<file path="src/rtl/uirq_pkg.sv">
package uirq_pkg;
   localparam int NSRC   = 4;
   localparam int CODE_W = 3;
   // source index equals priority rank, 0 is most urgent
   localparam int SRC_LS = 0;
   localparam int SRC_RX = 1;
   localparam int SRC_TX = 2;
   localparam int SRC_MS = 3;

   // cause code reported in identification bits 3:1
   function automatic logic [CODE_W-1:0] code_of(input int idx);
      return CODE_W'(NSRC - 1 - idx);
   endfunction

   // position of a source's bit inside the enable register
   function automatic int en_bit(input int idx);
      case (idx)
         SRC_LS:  return 2;
         SRC_RX:  return 0;
         SRC_TX:  return 1;
         default: return 3;
      endcase
   endfunction
endpackage

</file>
<file path="src/rtl/uirq_enable_reg.sv">
module uirq_enable_reg #(
   parameter int DATA_W = 8,
   parameter int EN_W   = 4
) (
   input  logic              clk,
   input  logic              rst_n,
   input  logic              wr,
   input  logic [EN_W-1:0]   wdata,
   output logic [EN_W-1:0]   en_q,
   output logic [DATA_W-1:0] rdata
);
   if (EN_W > DATA_W) begin : g_bad_w
      $error("uirq_enable_reg: EN_W exceeds DATA_W");
   end

   always_ff @(posedge clk or negedge rst_n) begin
      if (!rst_n)  en_q <= '0;
      else if (wr) en_q <= wdata;
   end

   assign rdata = DATA_W'(en_q);

   assert_wr_R1: assert property (@(posedge clk) disable iff (!rst_n)
      wr |=> (en_q == $past(wdata)));
endmodule

</file>
<file path="src/rtl/uirq_pend_cell.sv">
module uirq_pend_cell #(
   parameter bit SET_WINS = 1'b1
) (
   input  logic clk,
   input  logic rst_n,
   input  logic set_i,
   input  logic clr_i,
   output logic pend_q
);
   logic nxt;

   if (SET_WINS) begin : g_set_first
      always_comb begin
         if (set_i)      nxt = 1'b1;
         else if (clr_i) nxt = 1'b0;
         else            nxt = pend_q;
      end
   end else begin : g_clr_first
      always_comb begin
         if (clr_i)      nxt = 1'b0;
         else if (set_i) nxt = 1'b1;
         else            nxt = pend_q;
      end
   end

   always_ff @(posedge clk or negedge rst_n) begin
      if (!rst_n) pend_q <= 1'b0;
      else        pend_q <= nxt;
   end

   // a set event always leaves the flag pending when set has priority
   assert_set_R5: assert property (@(posedge clk) disable iff (!rst_n)
      (set_i && SET_WINS) |=> pend_q);
endmodule

</file>
<file path="src/rtl/uirq_tx_arm.sv">
module uirq_tx_arm (
   input  logic clk,
   input  logic rst_n,
   input  logic thr_empty,
   input  logic en_tx,
   input  logic thr_wr,
   input  logic id_start,
   input  logic tx_reported,
   output logic set_o,
   output logic clr_o
);
   logic empty_d, en_d;

   always_ff @(posedge clk or negedge rst_n) begin
      if (!rst_n) begin
         empty_d <= 1'b1;
         en_d    <= 1'b0;
      end else begin
         empty_d <= thr_empty;
         en_d    <= en_tx;
      end
   end

   assign set_o = (thr_empty & ~empty_d) | (en_tx & ~en_d & thr_empty);
   assign clr_o = thr_wr | (id_start & tx_reported);
endmodule

</file>
<file path="src/rtl/uirq_prio_enc.sv">
module uirq_prio_enc #(
   parameter int N     = 4,
   parameter int IDX_W = (N > 1) ? $clog2(N) : 1
) (
   input  logic             clk,
   input  logic             rst_n,
   input  logic [N-1:0]     req,
   output logic             any,
   output logic [IDX_W-1:0] idx
);
   logic [N-1:0] grant;

   always_comb begin
      grant = '0;
      idx   = '0;
      any   = 1'b0;
      for (int i = 0; i < N; i++) begin
         if (req[i] && !any) begin
            grant[i] = 1'b1;
            idx      = IDX_W'(i);
            any      = 1'b1;
         end
      end
   end

   assert_grant_R4: assert property (@(posedge clk) disable iff (!rst_n)
      $onehot0(grant) && ((grant & ~req) == '0));
endmodule

</file>
<file path="src/rtl/uirq_ident.sv">
module uirq_ident import uirq_pkg::*; #(
   parameter int DATA_W   = 8,
   parameter int EN_W     = 4,
   parameter bit SET_WINS = 1'b1
) (
   input  logic              clk,
   input  logic              rst_n,
   input  logic              en_wr,
   input  logic [EN_W-1:0]   en_wdata,
   output logic [DATA_W-1:0] en_rdata,
   input  logic              ls_set,
   input  logic              rx_set,
   input  logic              thr_empty,
   input  logic              ms_set,
   input  logic              lsr_rd,
   input  logic              rhr_rd,
   input  logic              msr_rd,
   input  logic              thr_wr,
   input  logic              id_rd,
   output logic              irq,
   output logic [DATA_W-1:0] ident
);
   localparam int IDX_W = $clog2(NSRC);

   if (DATA_W < CODE_W + 1) begin : g_bad_data
      $error("uirq_ident: DATA_W too small for the identification code");
   end
   if (EN_W != NSRC) begin : g_bad_en
      $error("uirq_ident: EN_W must equal the source count");
   end

   logic [EN_W-1:0]   en_q;
   logic [NSRC-1:0]   en_src, pend, set_v, clr_v, req;
   logic              any;
   logic [IDX_W-1:0]  win_idx;
   logic              id_rd_d, id_start, tx_reported;
   logic [DATA_W-1:0] ident_q, ident_live;

   uirq_enable_reg #(.DATA_W(DATA_W), .EN_W(EN_W)) u_en (
      .clk(clk), .rst_n(rst_n), .wr(en_wr), .wdata(en_wdata),
      .en_q(en_q), .rdata(en_rdata)
   );

   for (genvar s = 0; s < NSRC; s++) begin : g_map
      assign en_src[s] = en_q[en_bit(s)];
   end

   always_ff @(posedge clk or negedge rst_n) begin
      if (!rst_n) id_rd_d <= 1'b0;
      else        id_rd_d <= id_rd;
   end
   assign id_start    = id_rd & ~id_rd_d;
   assign tx_reported = ~ident_q[0] & (ident_q[CODE_W:1] == code_of(SRC_TX));

   uirq_tx_arm u_tx (
      .clk(clk), .rst_n(rst_n), .thr_empty(thr_empty), .en_tx(en_src[SRC_TX]),
      .thr_wr(thr_wr), .id_start(id_start), .tx_reported(tx_reported),
      .set_o(set_v[SRC_TX]), .clr_o(clr_v[SRC_TX])
   );

   assign set_v[SRC_LS] = ls_set;
   assign clr_v[SRC_LS] = lsr_rd;
   assign set_v[SRC_RX] = rx_set;
   assign clr_v[SRC_RX] = rhr_rd;
   assign set_v[SRC_MS] = ms_set;
   assign clr_v[SRC_MS] = msr_rd;

   for (genvar s = 0; s < NSRC; s++) begin : g_pend
      uirq_pend_cell #(.SET_WINS(SET_WINS)) u_cell (
         .clk(clk), .rst_n(rst_n), .set_i(set_v[s]), .clr_i(clr_v[s]),
         .pend_q(pend[s])
      );
   end

   assign req = pend & en_src;

   uirq_prio_enc #(.N(NSRC), .IDX_W(IDX_W)) u_enc (
      .clk(clk), .rst_n(rst_n), .req(req), .any(any), .idx(win_idx)
   );

   assign irq        = |req;
   assign ident_live = any ? DATA_W'({code_of(int'(win_idx)), 1'b0})
                           : DATA_W'(1);

   // freeze the returned byte for the whole read access
   always_ff @(posedge clk or negedge rst_n) begin
      if (!rst_n)     ident_q <= DATA_W'(1);
      else if (!id_rd) ident_q <= ident_live;
   end
   assign ident = ident_q;

   assert_irq_vs_code_R3: assert property (@(posedge clk) disable iff (!rst_n)
      irq != ident_live[0]);
   assert_frozen_R9: assert property (@(posedge clk) disable iff (!rst_n)
      (id_rd && $past(id_rd)) |-> $stable(ident_q));
   assert_ls_clear_R5: assert property (@(posedge clk) disable iff (!rst_n)
      (lsr_rd && !ls_set) |=> !pend[SRC_LS]);
   assert_thr_wr_clear_R6: assert property (@(posedge clk) disable iff (!rst_n)
      (thr_wr && !thr_empty) |=> !pend[SRC_TX]);
   assert_id_read_clear_R7: assert property (@(posedge clk) disable iff (!rst_n)
      (id_start && tx_reported && !set_v[SRC_TX]) |=> !pend[SRC_TX]);
   assert_rearm_R8: assert property (@(posedge clk) disable iff (!rst_n)
      ($rose(en_src[SRC_TX]) && thr_empty && $past(thr_empty)) |=> pend[SRC_TX]);
endmodule

</file>
<file path="config.mk">
export PLATFORM = sky130hd
export DESIGN_NAME = uirq_ident
export DESIGN_NICKNAME = d
export VERILOG_FILES = /design/src/rtl/uirq_pkg.sv /design/src/rtl/uirq_enable_reg.sv /design/src/rtl/uirq_pend_cell.sv /design/src/rtl/uirq_tx_arm.sv /design/src/rtl/uirq_prio_enc.sv /design/src/rtl/uirq_ident.sv
export SDC_FILE = /design/constraint.sdc
export NUM_CORES = 1
export LEC_CHECK = 0
export ABC_AREA = 1
export BUFFER_PORTS_ARGS = -buffer_cell sky130_fd_sc_hd__buf_2
export CAP_MARGIN = 20
export CORE_MARGIN = 4
export CORE_UTILIZATION = 45
export DETAILED_ROUTE_END_ITERATION = 12
export PLACE_DENSITY_LB_ADDON = 0.05
export SLEW_MARGIN = 40
export SYNTH_ARGS = -nofsm -noshare
export SYNTH_HDL_FRONTEND = slang
export SYNTH_SLANG_ARGS = --single-unit
</file>
<file path="constraint.sdc">
create_clock -name clk -period 2.03 [get_ports clk]
set_input_delay 0.203 -clock clk [delete_from_list [all_inputs] [get_ports clk]]
set_output_delay 0.203 -clock clk [all_outputs]
set_load 0.02 [all_outputs]
</file>
==> results of run 1 <==
-- power breakdown --
part           switching (uW)  internal [uW]  leakage (uW)
registers                16.3            308      0.000159
logic                    79.6           45.8      0.000266
clock network            79.6           68.5     0.0000138
total                     175            422      0.000439
-- per-layer routing --
layer  vias to the layer above  track usage (%)  part of all wire, %
li1                        234                -                    -
met1                       199            15.42                   46
met2                        21            16.71                   43
met3                         2            2.767                   10
met4                         0            7.018                 0.57
met5                         -                0                    0
-- flip-flops by register name, indices dropped and copies added (netlist names) --
signal and flops:
u_tx.en_d 1, g_pend.u_cell.pend_q 4, u_tx.empty_d 1, u_en.en_q 4
id_rd_d 1, ident 3
-- kinds of logic (layout without fill, tap and decap cells) --
family	Yosys count	count (layout)	synth area share [%]
AOI/OAI and AO/OA	6	6	6.127
and+or+nand+nor	23	23	15.02
muxes	3	3	5.336
buffers and inverters	19	36	17.19
DFF	14	14	55.73
other	1	9	0.5923
-- cells in the final DEF (no fill, tap or decap) --
cell type	synthesis	final
conb_1	1	9
nand2_1	16	16
clkbuf_4	0	3
o21ai_0	2	2
o21bai_1	3	3
dfrtp_1	12	12
nor2_1	4	4
mux2_2	3	3
buf_2	0	23
nand2_2	2	2
a31oi_1	1	1
nand3b_1	1	1
inv_1	9	9
dlygate4sd3_1	0	1
dfstp_2	2	2
-- synthesized netlist by cell type --
library cell	instances	area share, %
nand2_1	16	9.5
dfrtp_1	12	47
buf_4	10	12
inv_1	9	5.3
nor2_1	4	2.4
mux2_2	3	5.3
o21bai_1	3	3.6
dfstp_2	2	8.3
nand2_2	2	2.0
o21ai_0	2	1.6
a31oi_1	1	0.99
conb_1	1	0.59
nand3b_1	1	1.2
-- cell type report --
type / count / area share, %
inverters: 9 / 4.478
multi-input cells: 41 / 26.70
well taps: 15 / 2.488
flip-flops and latches: 14 / 46.77
clock buffers: 3 / 2.985
repair buffers: 24 / 16.58
-- worst paths after layout --
check	to	startpoint	slack [ps]	depth (start not counted)
min	u_tx.empty_d	thr_empty	40	1
max in group asynchronous	ident[0]	rst_n	1380	2
min reg2reg	u_tx.en_d	u_en.en_q[1]	420	0
min in group asynchronous	u_tx.en_d	rst_n	360	2
max	irq	u_en.en_q[2]	680	5
max reg2reg	ident[0]	u_en.en_q[2]	1190	5
-- through the flow --
stage | setup WS, ps | instance area [um2] | total power, uW | util, % | instances
after floorplan | 999.4 | 663.1 | 422.4 | - | 74
after detailed placement | 962.5 | 721.9 | 455.7 | 54.80 | 102
after global routing | 537.6 | 754.5 | 642.8 | 57.27 | 106
final | 684.0 | 754.5 | 597.8 | 57.27 | 106
after CTS | 651.3 | 754.5 | 610.0 | 57.27 | 106
after global placement | 975.4 | 721.9 | 453.9 | 54.80 | 102
==> metrics.md, run 1 <==
| Metric | Value |
|---|---|
| Status | finished, final reports clean |
| Hpwl dp | between 800 and 900 um |
| Vias in the first global route | between 400 and 500 |
| Largest net degree at the start of global routing | 15 |
| Final setup fails | 0 |
| Hold buffers post-CTS | 1 |
| LEAKAGE | around 0.00044 uW |
| Slew Limit Fails | 0 |
| Root buf cell | clkbuf_4 |
| Post-CTS setup buffers | 0 |
| Vias per cell | approximately 4.3 |
| Filler Cell Count | 134 |
| CTS tree | done |
| Setup_tns | 0 ps |
| Worst setup EP type | output pin |
| Slowest CP cell | dfrtp_1 |
| CP Buf/Inv Count | 2 |
| Area of the multi-input gates | slightly above 200 um2 |
| Tcrit/Tclk final | about two thirds |
| DRC violations left | 0 |
| Clk pin slew, worst setup/hold paths | 80 ps |
| Synth Warn # | 0 |
| Vias | about 460 |
| I/O Pins | 33 |
| Register bit total from synthesis | 14 |
| Avg Cell Area, Syn | between 9 and 10 um2 |
| Num Clock Sinks | 14 |
| CTS Buffer Depth | 2 |
| Gates resized, CTS repair | 0 |
| Htree depth | 1 |
| Max-cap violation count | 0 |
| Core ar. | roughly 1300 um2 |
| DRT iter0 DRCs | 1 |
| RD Place Congestion | approximately 0.69 |
| Die Area | between 2000 and 2500 um2 |
| Cells after synthesis | 66 |
| Fin nets | between 100 and 150 |
| Initial Util | 48.05% |
| First-pass GRT wire length | 1.690 mm |
| GRT Util Overall | 11.56% |
| P&R area growth vs syn | 19.17% |
| Worst Hold Class | primary input to register |
| Hold Violations, Final | 0 |
| Antenna Nets Post-Route | 0 |
| GRT overflow | 0 |
| Post-Syn Area | between 600 and 700 um2 |
| Startpoint Class | register |
| Synth unique cells | 13 |
| Worst-path cell chain | nand2_2 -> nand2_1 -> nor2_1 -> inv_1 -> buf_2 |
| Die X | 45.51 um |
| Antenna violations before repair | 0 |
| Setup CP Type | register to output pin |
| Routed wire per std cell | 9.981 um |
| Minimum clock period | roughly 1300 ps |
| Detailed Route WL | between 1 and 1.5 mm |
| WHS | ~40 ps |
| VDD IR max | 0.4135 mV |
| Critical Path RT | about 1800 ps |
| Sequential standard cell area | approximately 350 um2 |
| Achievable frequency | roughly 740 MHz |
| # port buffers | 23 |
| Setup Skew | around 0.54 ps |
| Number of iterations in the first detailed-routing pass | 4 |
| Worst-Skew Late Latency | 270 ps |
| Delay-heaviest family, CP | flip-flops |
| Crit path max fanout | 3 |
| Pwr dens | around 790 nW/um2 |
| CTS buffer count | 3 |
| Ant diodes | 0 |
| Num rows | 13 |
| RSZ-0062 raised after global routing | no |
| Die Y | approximately 46 um |
| Layout cell share with drive strength beyond 1 | roughly 36% |
| Worst Path Arrival | approximately 1100 ps |
| CP max stage delay | 410 ps |
| Sequential element share of the synthesized area | roughly 56% |
(Power assumes the default switching activity.)
==> run 2, diff against run 1 <==
--- a/config.mk
+++ b/config.mk
@@ -9,7 +9,7 @@
 export BUFFER_PORTS_ARGS = -buffer_cell sky130_fd_sc_hd__buf_2
 export CAP_MARGIN = 20
 export CORE_MARGIN = 4
-export CORE_UTILIZATION = 45
+export CORE_UTILIZATION = 42
 export DETAILED_ROUTE_END_ITERATION = 12
 export PLACE_DENSITY_LB_ADDON = 0.05
 export SLEW_MARGIN = 40
==> constraint.sdc (replaced) <==
create_clock -name clk -period 1.3 [get_ports clk]
set_input_delay 0.13 -clock clk [delete_from_list [all_inputs] [get_ports clk]]
set_output_delay 0.13 -clock clk [all_outputs]
set_load 0.02 [all_outputs]
==> metrics.md, run 2 (synthesis gave the netlist of run 1 again) <==
| Metric | Value |
|---|---|
| Status | finished, final reports clean |
| CP Buf/Inv Count | 2 (unchanged) |
| Num Clock Sinks | 14 (unchanged) |
| Routed wire per std cell | 9.793 um (-1.9%) |
| Crit path max fanout | 3 (unchanged) |
| Filler Cell Count | 128 (-4.5%) |
| Worst Path Arrival | 1130 ps (about the same) |
| Worst Hold Class | primary input to register |
| Minimum clock period | around 1300 ps |
| Number of iterations in the first detailed-routing pass | 4 (unchanged) |
| Worst setup margin | 41.62 ps (-642.4 ps) |
| Layout cell share with drive strength beyond 1 | 38.54% (+2.3 points) |
| Comb pwr share | 20.8% (-0.2 points) |
| First-pass GRT wire length | 1.662 mm (-1.7%) |
| Die X | 46.83 um (+2.9%) |
| Delay-heaviest family, CP | flip-flops |
| Htree depth | 1 (unchanged) |
| Ant diodes | 0 (unchanged) |
| Most frequent cells in the layout | buf_2, nand2_1, dfrtp_1, inv_1, conb_1 |
| GRT overflow | 0 (unchanged) |
| LEAKAGE | 0.0004645 uW (+5.7%) |
| Slowest CP cell | dfrtp_1 |
| Setup CP Type | register to output pin |
| Num rows | 13 (unchanged) |
| I/O Pins | 33 (unchanged) |
| Critical Path RT | 1170 ps (-660 ps) |
| Pwr dens | 1269 nW/um2 (+60%) |
| CTS Buffer Depth | 2 (unchanged) |
| Die Y | 46.83 um (+2.9%) |
| Worst setup EP type | output pin |
| Antenna Nets Post-Route | 0 (unchanged) |
| Largest net degree at the start of global routing | 15 (unchanged) |
| Tcrit/Tclk final | between 90% and 100% |
| Vias per cell | 4.135 (-3.9%) |
| CTS tree | done |
| Vias in the first global route | 425 (-0.70%) |
| Detailed Route WL | 1.087 mm (+2.7%) |
| Slew Limit Fails | 0 (unchanged) |
| Die Area | 2193 um2 (+5.9%) |
| P&R area growth vs syn | 27.27% |
| GRT Util Overall | 11.18% (-0.38 points) |
| Max-cap violation count | 0 (unchanged) |
| Clk pin slew, worst setup/hold paths | 80 ps (about the same) |
| Achievable frequency | between 700 and 800 MHz |
| Setup_tns | 0 ps (unchanged) |
| Power Total | 1023 uW (+71%) |
| DRC violations left | 0 (unchanged) |
| Sequential power share | 49.5% (-4.8 points) |
| RSZ-0062 raised after global routing | yes |
| Final setup fails | 0 (unchanged) |
| VDD IR max | 0.7028 mV (+70%) |
| Vias | 459 (+0.66%) |
| Startpoint Class | register |
| Root buf cell | clkbuf_4 |
| Hpwl dp | 860.2 um (+1.2%) |
| DRT iter0 DRCs | 2 (+1) |
| Worst-Skew Late Latency | 270 ps (about the same) |
| CP max stage delay | 410 ps (about the same) |
| Clock share of power | 29.7% (+4.9 points) |
| Placement Setup Slack | 313.2 ps (-649.2 ps) |
| CTS buffer count | 3 (unchanged) |
| Antenna violations before repair | 0 (unchanged) |
| Hold Violations, Final | 0 (unchanged) |
| Core ar. | 1366 um2 (+3.7%) |
| Commonest non-fill, non-tap cell in the layout | buf_2 |
| Setup Skew | 2.737 ps (+2.193 ps) |
| Initial Util | 46.34% (-1.7 points) |
| RD Place Congestion | 0.6961 (+0.61%) |
| Fin nets | 113 (+3.7%) |
| Net switching power | 287.9 uW (+64%) |
| P_int | 734.8 uW (+74%) |
| # port buffers | 23 (unchanged) |
| Worst-path cell chain | nand2_2 -> nand2_1 -> nor2_2 -> inv_1 -> buf_2 |
| Sw Ratio | 28.15% (-1.2 points) |
run 2: layer usage:
| metal | global-route usage (%) | share of wire (%) |
|---|---|---|
| met1 | 13.60 | 46 |
| met2 | 16.53 | 42 |
| met3 | 4.598 | 12 |
| met4 | 6.630 | 0 |
| met5 | 0 | 0 |
run 2: timing repair:
item,4_1_cts,5_1_grt
hold endpoints to repair,14,0
buffers inserted,0,2
resized for setup,0,1
hold buffers,3,0
endpoints found under the setup margin,0,1
run 2: area by class of cell:
type	instances	area [um2]	area share, %
Sequential cell	14	352.8	43.79
Multi-Input combinational cell	41	203.9	25.31
Timing Repair Buffer	28	160.2	19.88
Clock buffer	4	36.28	4.503
Inverter	9	33.78	4.193
Tap cell	15	18.77	2.329
run 2: worst reg2reg max path, delay by kind of cell (launching register included):
kind	cells	cell delay [ps]
buffers and inverters	1	140
flip-flops	1	410
multiplexers	1	250
run 2: final timing paths:
check,slack [ps],from,cells past startpoint,end
max in group asynchronous,740,rst_n,2,ident[0]
min,20,msr_rd,2,g_pend[3].u_cell.pend_q
min in group asynchronous,280,rst_n,2,u_en.en_q[3]
max,40,u_en.en_q[0],5,irq
max reg2reg,390,u_en.en_q[0],2,u_en.en_q[0]
min reg2reg,430,u_en.en_q[1],0,u_tx.en_d
run 2: power groups by stage:
| stage | Clock [uW] | Sequential (uW) | Combinational [uW] |
|---|---|---|---|
| 4_1_cts | 311 | 508 | 203 |
| 3_3_place_gp | 0 | 514 | 195 |
| 6_report | 304 | 507 | 212 |
| 5_1_grt | 334 | 512 | 236 |
| 2_1_floorplan | 0 | 542 | 118 |
| 3_5_place_dp | 0 | 516 | 196 |
run 2: stage by stage:
step	instances	util (%)	hold slack, ps	cell area [um2]
6_report	111	58.97	20.29	805.8
3_3_place_gp	102	52.84	35.66	721.9
5_1_grt	111	58.97	9.182	805.8
2_1_floorplan	74	-	-165.6	663.1
3_5_place_dp	102	52.84	36.05	721.9
4_1_cts	109	57.69	17.40	788.3
